## config.mk

```make
export PLATFORM = sky130hd
export DESIGN_NAME = async_rx_top
export DESIGN_NICKNAME = d
export VERILOG_FILES = /design/src/rtl/async_rx_pkg.sv /design/src/rtl/async_rx_ctrl.sv /design/src/rtl/async_rx_dpath.sv /design/src/rtl/async_rx_top.sv
export SDC_FILE = /design/constraint.sdc
export NUM_CORES = 1
export LEC_CHECK = 0
export BUFFER_PORTS_ARGS = -buffer_cell sky130_fd_sc_hd__buf_2
export CAP_MARGIN = 20
export CELL_PAD_IN_SITES_DETAIL_PLACEMENT = 1
export CELL_PAD_IN_SITES_GLOBAL_PLACEMENT = 1
export CORE_MARGIN = 2
export CORE_UTILIZATION = 45
export DETAILED_ROUTE_END_ITERATION = 16
export PLACE_DENSITY = 0.87
export SLEW_MARGIN = 20
export SYNTH_ARGS = -nofsm -noshare
export SYNTH_HDL_FRONTEND = slang
export SYNTH_SLANG_ARGS = --single-unit
```

## constraint.sdc

```tcl
create_clock -name clk -period 2.8 [get_ports clk]
set_input_delay 0.28 -clock clk [delete_from_list [all_inputs] [get_ports clk]]
set_output_delay 0.28 -clock clk [all_outputs]
set_load 0.01 [all_outputs]
```

## src/rtl/async_rx_pkg.sv

```systemverilog
package async_rx_pkg;

  // Receiver sequencing states
  typedef enum logic [1:0] {
    ST_IDLE,
    ST_START,
    ST_DATA,
    ST_STOP
  } rxState_t;

  // Strobes from control to datapath, valid for one clock
  typedef struct packed {
    logic shiftEn;   // take one voted data bit
    logic shiftBit;  // the voted bit value
    logic push;      // stop bit decided, character complete
    logic stopBad;   // stop bit voted low
  } rxStrobe_t;

endpackage

```

## src/rtl/async_rx_ctrl.sv

```systemverilog
module async_rx_ctrl
  import async_rx_pkg::*;
#(
  parameter int OVS    = 16,
  parameter int DATA_W = 8
) (
  input  logic      clk,
  input  logic      rst_n,
  input  logic      rxLine,
  input  logic      tick16,
  input  logic      active,
  input  logic      nineBitMode,
  output rxStrobe_t strobe,
  output logic      rxIdle
);

  localparam int CNT_W = $clog2(OVS);
  localparam int BIT_W = $clog2(DATA_W + 2);
  localparam logic [CNT_W-1:0] MID      = CNT_W'(OVS / 2);
  localparam logic [CNT_W-1:0] MID_LO   = CNT_W'(OVS / 2 - 1);
  localparam logic [CNT_W-1:0] MID_HI   = CNT_W'(OVS / 2 + 1);
  localparam logic [CNT_W-1:0] LAST_CNT = CNT_W'(OVS - 1);

  rxState_t         state;
  logic [CNT_W-1:0] tickCnt;
  logic [BIT_W-1:0] bitCnt;
  logic [1:0]       syncQ;
  logic             sampA, sampB;
  logic             lineNow, vote;
  logic [BIT_W-1:0] bitsNeeded;

  assign lineNow    = syncQ[1];
  assign vote       = (sampA & sampB) | (sampA & lineNow) | (sampB & lineNow);
  assign bitsNeeded = nineBitMode ? BIT_W'(DATA_W + 1) : BIT_W'(DATA_W);
  assign rxIdle     = (state == ST_IDLE);

  // two-stage synchronizer, idles high
  always_ff @(posedge clk or negedge rst_n) begin
    if (!rst_n) syncQ <= 2'b11;
    else        syncQ <= {syncQ[0], rxLine};
  end

  always_comb begin
    strobe = '0;
    if (tick16 && active && tickCnt == MID_HI) begin
      if (state == ST_DATA) begin
        strobe.shiftEn  = 1'b1;
        strobe.shiftBit = vote;
      end else if (state == ST_STOP) begin
        strobe.push    = 1'b1;
        strobe.stopBad = !vote;
      end
    end
  end

  always_ff @(posedge clk or negedge rst_n) begin
    if (!rst_n) begin
      state   <= ST_IDLE;
      tickCnt <= '0;
      bitCnt  <= '0;
      sampA   <= 1'b1;
      sampB   <= 1'b1;
    end else if (!active) begin
      state   <= ST_IDLE;
      tickCnt <= '0;
      bitCnt  <= '0;
    end else if (tick16) begin
      if (state == ST_DATA || state == ST_STOP) begin
        if (tickCnt == MID_LO) sampA <= lineNow;
        if (tickCnt == MID)    sampB <= lineNow;
      end
      case (state)
        ST_IDLE: begin
          if (!lineNow) begin
            state   <= ST_START;
            tickCnt <= CNT_W'(1);
          end
        end
        ST_START: begin
          if (tickCnt == MID && lineNow) begin
            state   <= ST_IDLE;
            tickCnt <= '0;
          end else if (tickCnt == LAST_CNT) begin
            state   <= ST_DATA;
            tickCnt <= '0;
            bitCnt  <= '0;
          end else begin
            tickCnt <= tickCnt + 1'b1;
          end
        end
        ST_DATA: begin
          if (tickCnt == MID_HI) bitCnt <= bitCnt + 1'b1;
          if (tickCnt == LAST_CNT) begin
            tickCnt <= '0;
            if (bitCnt == bitsNeeded) state <= ST_STOP;
          end else begin
            tickCnt <= tickCnt + 1'b1;
          end
        end
        ST_STOP: begin
          if (tickCnt == MID_HI) begin
            state   <= ST_IDLE;
            tickCnt <= '0;
          end else begin
            tickCnt <= tickCnt + 1'b1;
          end
        end
        default: begin
          state   <= ST_IDLE;
          tickCnt <= '0;
        end
      endcase
    end
  end

endmodule

```

## src/rtl/async_rx_dpath.sv

```systemverilog
module async_rx_dpath
  import async_rx_pkg::*;
#(
  parameter int DATA_W = 8,
  parameter int DEPTH  = 2
) (
  input  logic              clk,
  input  logic              rst_n,
  input  logic              portEnable,
  input  logic              rxEnable,
  input  logic              nineBitMode,
  input  logic              addrOnly,
  input  logic              readStrobe,
  input  rxStrobe_t         strobe,
  output logic [DATA_W-1:0] rxData,
  output logic              rxBit9,
  output logic              dataAvail,
  output logic              frameErr,
  output logic              overrun
);

  localparam int SH_W  = DATA_W + 1;
  localparam int ENT_W = DATA_W + 2;   // {ferr, bit9, data}
  localparam int CNT_W = $clog2(DEPTH + 1);
  localparam logic [CNT_W-1:0] FULL = CNT_W'(DEPTH);

  logic [SH_W-1:0]   shiftQ;
  logic [ENT_W-1:0]  entryQ [DEPTH];
  logic [CNT_W-1:0]  cntQ, cntAfterPop;
  logic              ovrQ;
  logic [DATA_W-1:0] newData;
  logic              newBit9, dropIt, popNow, pushOk, ovrSet;
  logic [ENT_W-1:0]  newEntry;

  assign newData     = nineBitMode ? shiftQ[DATA_W-1:0] : shiftQ[SH_W-1:1];
  assign newBit9     = nineBitMode & shiftQ[SH_W-1];
  assign newEntry    = {strobe.stopBad, newBit9, newData};
  assign dropIt      = nineBitMode & addrOnly & !newBit9;
  assign popNow      = readStrobe & (cntQ != '0);
  assign cntAfterPop = cntQ - CNT_W'(popNow);
  assign pushOk      = strobe.push & !dropIt & !ovrQ & (cntAfterPop != FULL);
  assign ovrSet      = strobe.push & !dropIt & (cntAfterPop == FULL);

  always_ff @(posedge clk or negedge rst_n) begin
    if (!rst_n)             shiftQ <= '0;
    else if (strobe.shiftEn) shiftQ <= {strobe.shiftBit, shiftQ[SH_W-1:1]};
  end

  always_ff @(posedge clk or negedge rst_n) begin
    if (!rst_n) begin
      cntQ <= '0;
      ovrQ <= 1'b0;
      for (int i = 0; i < DEPTH; i++) entryQ[i] <= '0;
    end else if (!portEnable) begin
      cntQ <= '0;
      ovrQ <= 1'b0;
      for (int i = 0; i < DEPTH; i++) entryQ[i] <= '0;
    end else begin
      if (!rxEnable)   ovrQ <= 1'b0;
      else if (ovrSet) ovrQ <= 1'b1;
      if (popNow) begin
        for (int i = 0; i < DEPTH - 1; i++) entryQ[i] <= entryQ[i+1];
        entryQ[DEPTH-1] <= '0;
      end
      for (int i = 0; i < DEPTH; i++)
        if (pushOk && cntAfterPop == CNT_W'(i)) entryQ[i] <= newEntry;
      cntQ <= cntAfterPop + CNT_W'(pushOk);
    end
  end

  assign dataAvail = (cntQ != '0);
  assign rxData    = entryQ[0][DATA_W-1:0];
  assign rxBit9    = entryQ[0][DATA_W];
  assign frameErr  = dataAvail & entryQ[0][DATA_W+1];
  assign overrun   = ovrQ;

endmodule

```

## src/rtl/async_rx_top.sv

```systemverilog
module async_rx_top
  import async_rx_pkg::*;
#(
  parameter int OVS    = 16,
  parameter int DATA_W = 8,
  parameter int DEPTH  = 2
) (
  input  logic              clk,
  input  logic              rst_n,
  input  logic              rxLine,
  input  logic              tick16,
  input  logic              rxEnable,
  input  logic              portEnable,
  input  logic              nineBitMode,
  input  logic              addrOnly,
  input  logic              readStrobe,
  output logic [DATA_W-1:0] rxData,
  output logic              rxBit9,
  output logic              dataAvail,
  output logic              frameErr,
  output logic              overrun,
  output logic              rxIdle
);

  rxStrobe_t strobe;
  logic      active;

  assign active = portEnable & rxEnable & !overrun;

  async_rx_ctrl #(.OVS(OVS), .DATA_W(DATA_W)) u_ctrl (
    .clk         (clk),
    .rst_n       (rst_n),
    .rxLine      (rxLine),
    .tick16      (tick16),
    .active      (active),
    .nineBitMode (nineBitMode),
    .strobe      (strobe),
    .rxIdle      (rxIdle)
  );

  async_rx_dpath #(.DATA_W(DATA_W), .DEPTH(DEPTH)) u_dpath (
    .clk         (clk),
    .rst_n       (rst_n),
    .portEnable  (portEnable),
    .rxEnable    (rxEnable),
    .nineBitMode (nineBitMode),
    .addrOnly    (addrOnly),
    .readStrobe  (readStrobe),
    .strobe      (strobe),
    .rxData      (rxData),
    .rxBit9      (rxBit9),
    .dataAvail   (dataAvail),
    .frameErr    (frameErr),
    .overrun     (overrun)
  );

endmodule

```

**Word level (Yosys, flattened, before mapping)**

Index checks and enable logic that the tools add are counted.

- Register bits after elaboration: 46
- Bits of input ports: 9
- Output and inout port bits: 13
- Logic and storage cells: 109

- Add/subtract/negate cells: 4
- Equal/unequal tests: 24
- Mux-type cells: 36
- Bitwise logic cells: 16
- Reduce and logical (&&, ||, !) cells: 18

Operators by type and width:

| kind | count |
|---|---|
| 4-bit 2-to-1 mux | 12 |
| 20-bit 2-to-1 mux | 2 |
| 2-bit 2-to-1 mux | 12 |
| 3-bit != test, second input constant | 8 |
| 10-bit 2-to-1 mux | 2 |
| 4-bit case mux with 4 select lines | 1 |
| 1-bit bitwise AND | 14 |
| 4-bit equality test, second input constant | 3 |
| 4-bit by 1-bit adder with 4-bit output, second input constant | 2 |
| 8-bit 2-to-1 mux | 1 |
| 2-bit case mux with 4 select lines | 1 |
| 4-bit case mux with 2 select lines | 1 |
| 4-bit AND reduction | 2 |
| 2-bit equality test, second input constant | 3 |
| 3-bit by 1-bit != test with 1-bit output, second input constant | 2 |
| 6-bit AND reduction | 1 |
| 1-bit logical AND | 5 |
| 5-bit AND reduction | 1 |
| 2-bit by 1-bit equality test with 1-bit output, second input constant | 2 |
| 4-bit by 3-bit equality test with 1-bit output, second input constant | 1 |
| 4-bit equality test | 1 |
| 1-bit logical NOT | 4 |
| 2-bit logical NOT | 2 |
| 1-bit 2-to-1 mux | 4 |
| 9 further kinds | 11 |

**Logic depth before layout (Yosys ltp)**

- Word-level depth: 13
- Gate-level depth with buffers: 8
- Mapped depth without buffers: 7

**Modules after synthesis**

Synthesis repeated with hierarchy kept, for this count alone.

- Cells, all modules: 233
- Area total of the unflattened synthesis: 2,615.0 sq um

By module, submodules not included:

| module | times used | cells each | area each (sq um) | seq. area each (sq um) |
|---|---|---|---|---|
| async_rx_dpath | 1 | 139 | 1,665.3 | 800.8 |
| async_rx_ctrl | 1 | 93 | 940.9 | 355.3 |
| async_rx_top | 1 | 1 | 8.8 | 0.0 |

**Worst setup path after synthesis**

No wires, ideal clock.

- Kind: register to register
- From: register u_dpath.cntQ[1]
- To: register u_dpath.entryQ[19] (netlist name)
- Library setup time: 125 ps
- Data arrival time: 1,751 ps
- Data required time: 2,675 ps
- Setup slack: 924 ps
- Cell stages (with the launch flop): 9
- Buffers on the path: 2
- Clock period less this slack: 1,876 ps
- Path through: dfrtp_1 o21ai_1 buf_2 inv_2 ha_1 xnor2_1 nand4b_1 buf_4 mux2i_1

- Longest elaborated chain between the ends: 8
- Elaborated cells between the ends (all ways): 10
- Those cells by class: 1 x add/sub; 2 x eq/ne; 2 x mux; 2 x bitwise; 3 x reduce/logical

Ends and longest elaborated chain:

| element | line | RTL |
|---|---|---|
| start: declaration | async_rx_dpath.sv:29 | `logic [CNT_W-1:0] cntQ, cntAfterPop;` |
| start signal: assignment | async_rx_dpath.sv:67 | `cntQ <= cntAfterPop + CNT_W'(pushOk);` |
| 2-bit nonzero test | async_rx_dpath.sv:39 | `assign popNow = readStrobe & (cntQ != '0);` |
| 1-bit bitwise AND | async_rx_dpath.sv:39 |  |
| 2-bit by 1-bit subtractor with 2-bit output | async_rx_dpath.sv:40 | `assign cntAfterPop = cntQ - CNT_W'(popNow);` |
| 2-bit != test | async_rx_dpath.sv:41 | `assign pushOk = strobe.push & !dropIt & !ovrQ & (cntAfterPop != FULL);` |
| 1-bit bitwise AND | async_rx_dpath.sv:41 |  |
| 1-bit logical AND | async_rx_dpath.sv:66 | `if (pushOk && cntAfterPop == CNT_W'(i)) entryQ[i] <= newEntry;` |
| 10-bit 2-to-1 mux | async_rx_dpath.sv:66 |  |
| 20-bit 2-to-1 mux | async_rx_dpath.sv:54 | `end else if (!portEnable) begin` |
| end signal: indexed assignment | async_rx_dpath.sv:66 |  |
| end: declaration | async_rx_dpath.sv:28 | `logic [ENT_W-1:0] entryQ [DEPTH];` |

Several ways; a longest one is shown, not always the timed one.
A chain may end at the register's enable or synchronous reset.

**Worst setup path in the final report**

- From: register u_ctrl.tickCnt[1]
- To: register u_dpath.shiftQ[5]

- Longest elaborated chain between the ends: 3

Ends and longest elaborated chain:

| element | line | RTL |
|---|---|---|
| start: declaration | async_rx_ctrl.sv:25 | `logic [CNT_W-1:0] tickCnt;` |
| start signal: assignment | async_rx_ctrl.sv:88 | `tickCnt <= tickCnt + 1'b1;` |
| start signal: assignment | async_rx_ctrl.sv:97 | `tickCnt <= tickCnt + 1'b1;` |
| start signal: assignment | async_rx_ctrl.sv:105 | `tickCnt <= tickCnt + 1'b1;` |
| 4-bit equality test | async_rx_ctrl.sv:45 | `if (tick16 && active && tickCnt == MID_HI) begin` |
| 1-bit logical AND | async_rx_ctrl.sv:45 |  |
| 4-bit 2-to-1 mux | async_rx_ctrl.sv:45 |  |
| end signal: assignment | async_rx_dpath.sv:46 | `else if (strobe.shiftEn) shiftQ <= {strobe.shiftBit, shiftQ[SH_W-1:1]};` |
| end: declaration | async_rx_dpath.sv:27 | `logic [SH_W-1:0] shiftQ;` |

No other way between the ends.

==> flow_metrics.tcl <==
set metrics [dict create \
    post_cts_resized 0 \
    synth-compound-area-share_pct 6.964 \
    clk_pin_slew_ns 0.09 \
    port_buffers 21 \
    nets 269 \
    cp-start-kind "flip-flop" \
    synth-simple-area-share_pct 16.91 \
    min_path_type "in2async" \
    die_h_um 80.09 \
    cpPeakStageDelay_ns 0.50 \
    combPwrFrac_pct 10.3 \
    syn_area_um2 2605 \
    cts_max_path_buffers 2 \
    ctsHoldBuffers 0 \
    yosys_register_bits 46 \
    worst-path-buf-inv 1 \
    fin_worst_skew_ns 0.008325 \
    fp.dieW_um 80.09 \
    synth_largest_area_cell "dfrtp_1" \
    post-route-cell-area_um2 2814 \
    cts_max_level 2 \
    max_freq_mhz 466.4 \
    synth_area_per_cell_um2 10.72 \
    timing.rr.start "u_ctrl.tickCnt[1]$_DFFE_PN0P_" \
    post_cts.repair.setup_buffers 0 \
    leakage_nw 1.449 \
    dr.pass1.iters 4 \
    routabilityCongestion 0.8680 \
    peakVddDrop_v 0.0001946 \
    finish.utilization_pct 50.79 \
    r2r.worst_path.cells 6 \
    io_pins 22 \
    yosys.area_share.adder_pct 2.786 \
    synthCells 243 \
    regToRegSetupSlack_ns 0.66 \
    maxCapViolations 0 \
    crit_cells 6 \
    slew_violations 0 \
    synth-async-reset-ratio_pct 100.0 \
    cts_tree "built" \
    antenna_cells 0 \
    hold_viol_final 42 \
    place_ws_ns 0.6583 \
    status "finished, violations left" \
    nFillCells 617 \
    wire_per_inst_um 17.08 \
    syn_nets 257 \
    p_seq_share_pct 51.1 \
    drive_gt1_share_pct 17.25 \
    synth_xor_area_share_pct 1.345 \
    synth_top_area_share_pct 40.35 \
    yosys.cell_types.count 49 \
    synthFlopType "dfrtp_1" \
    failed_checks "negative hold slack" \
    cts.sink_count 46 \
    crit_path_max_fanout 12 \
    antenna_found_initial 0 \
    synth_area_leaders "dfrtp_1 (40%), mux2_1 (13%), mux2i_1 (8.5%), nand2_1 (5.3%), dfstp_2 (4.0%)" \
    whs_ns -0.01717 \
    critical_path_class "reg2reg" \
    yosysMostFrequentCell "dfrtp_1" \
    period_needed_ns 2.144 \
    worstPathCellList "inv_1 -> ha_1 -> nand4b_1 -> nor2_1 -> nand3_1 -> mux2_1" \
    finalSetupTns_ns 0 \
    grt_pass1_vias 1967 \
    numCtsBuffers 5 \
    finalWorstSetupSlack_ns 0.6560 \
    start_util_pct 47.02 \
    yosys_warnings 0 \
    grt.overflow.total 0 \
    power.density_nw_per_um2 473.8 \
    cp_top_family "simple AND/OR/NAND/NOR gates" \
    place_area_um2 2699 \
    drc 0 \
    slew_headroom_pct 59.75 \
    muxShareOfSynthArea_pct 20.99 \
    cts_root_buffer "clkbuf_8" \
    worstPathArrival_ns 2.32 \
    routed_wl_um 5585 \
    netlist_top_cells_count "dfrtp_1 (42), nand2_1 (37), mux2_1 (29)" \
    grt_max_degree 47 \
    drt_iter0_markers 67 \
    core-area_um2 5540 \
    dr_total_vias 1818 \
    fp-row-count 27 \
    min_period_over_period_pct 76.57 \
    via_per_inst 5.560 \
    cp.required_ns 2.98 \
    finalPower_mw 1.333 \
    synth_edf_count 0 \
    endpoint_kind "flip-flop" \
    timing.rr.end "u_dpath.shiftQ[5]$_DFFE_PN0P_" \
    power.internal_mw 1.006 \
    p_sw_uw 327.5 \
    setup_violations 0 \
    ant_nets 0 \
    track_usage_pct 19.82 \
    swShare_pct 24.56 \
    fp.dieArea_um2 6414 \
    synth_seq_area_share_pct 44.38 \
    dp.cells 320 \
    stdcell_count 327 \
    grt_setup_unrepaired "no" \
    grt_first_pass_wirelength_um 9880 \
    crit_path_top_delay_cell "mux2_1" \
    hpwl_um 3986 \
    synth_top_family_by_area "multiplexers" \
    syn_to_final_growth_pct 8.021 \
    tightest_slew_ns 0.6037 \
    clock_latency_ns 0.31 \
    clockPowerShare_pct 38.6 \
]
==> area by class of cell <==
type,instances,area (um^2),area share (%)
multi-input cells,166,1276,45.35
well taps,72,90.09,3.201
flip-flops and latches,46,1156,41.08
inverters,11,41.29,1.467
clock buffers,6,82.58,2.935
repair buffers,25,137.6,4.891
clock inverters,1,30.03,1.067
==> cells in the final DEF (no fill, tap or decap), drive strengths merged, types with 2 or more instances in the layout <==
cell,count
dfrtp,42
xnor2,2
or2,4
inv,11
and3b,2
buf,25
nand3b,2
nand4,2
mux2,29
xor2,2
nand3,9
nor2,8
nand4b,5
mux2i,22
a31oi,3
a21oi,4
nand2,38
clkbuf,6
or4,3
nor2b,2
dfstp,4
o22ai,3
ha,5
and2,2
o21ai,4
==> worst max-delay path by stage <==
| stage | from | to | slack [ns] |
|---|---|---|---|
| after floorplan | u_dpath.cntQ[1]$_DFF_PN0_ | u_dpath.entryQ[19]$_DFFE_PN0P_ | 0.92 |
| after global placement | u_ctrl.tickCnt[1]$_DFFE_PN0P_ | u_dpath.shiftQ[8]$_DFFE_PN0P_ | 0.82 |
| after detailed placement | u_ctrl.tickCnt[1]$_DFFE_PN0P_ | u_dpath.shiftQ[5]$_DFFE_PN0P_ | 0.66 |
| after CTS | u_ctrl.tickCnt[1]$_DFFE_PN0P_ | u_dpath.shiftQ[5]$_DFFE_PN0P_ | 0.65 |
| after global routing | u_ctrl.tickCnt[1]$_DFFE_PN0P_ | u_dpath.shiftQ[6]$_DFFE_PN0P_ | 0.46 |
| final | u_ctrl.tickCnt[1]$_DFFE_PN0P_ | u_dpath.shiftQ[5]$_DFFE_PN0P_ | 0.66 |
==> cells by family after synthesis <==
family / Yosys count
multiplexers: 51
buffers and inverters: 31
AO/OA/AOI/OAI: 26
XOR/XNOR: 4
flip-flops: 46
AND/OR/NAND/NOR: 79
adder cells (fa/ha/maj): 6
==> metal layers <==
metal	track usage [%]	wire (um)
met1	25.67	2544
met2	33.08	2797
met3	4.157	177
met4	6.441	65
met5	0	0
==> flip-flops by register name, summed over array words and instances (netlist names) <==
name	count
u_ctrl.bitCnt	4
u_ctrl.sampA	1
u_ctrl.sampB	1
u_ctrl.state	2
u_ctrl.syncQ	2
u_ctrl.tickCnt	4
u_dpath.cntQ	2
u_dpath.entryQ	11
u_dpath.overrun	1
u_dpath.rxBit9	1
u_dpath.rxData	8
u_dpath.shiftQ	9
==> worst reg2reg max path, delay by kind of cell (launching register included) <==
family | cells | cell delay, ns
muxes | 1 | 0.50
DFF | 1 | 0.40
and+or+nand+nor | 3 | 0.79
buffers and inverters | 1 | 0.10
adders and majority gates | 1 | 0.23
==> power by group through the flow <==
stage	Clock [mW]	Combinational (mW)	Sequential, mW
final	0.515	0.137	0.681
after global routing	0.549	0.155	0.683
after CTS	0.531	0.139	0.681
after detailed placement	0	0.139	0.695
after global placement	0	0.134	0.694
after floorplan	0	0.0894	0.691
Note: power is estimated with default switching activity, not from simulation.
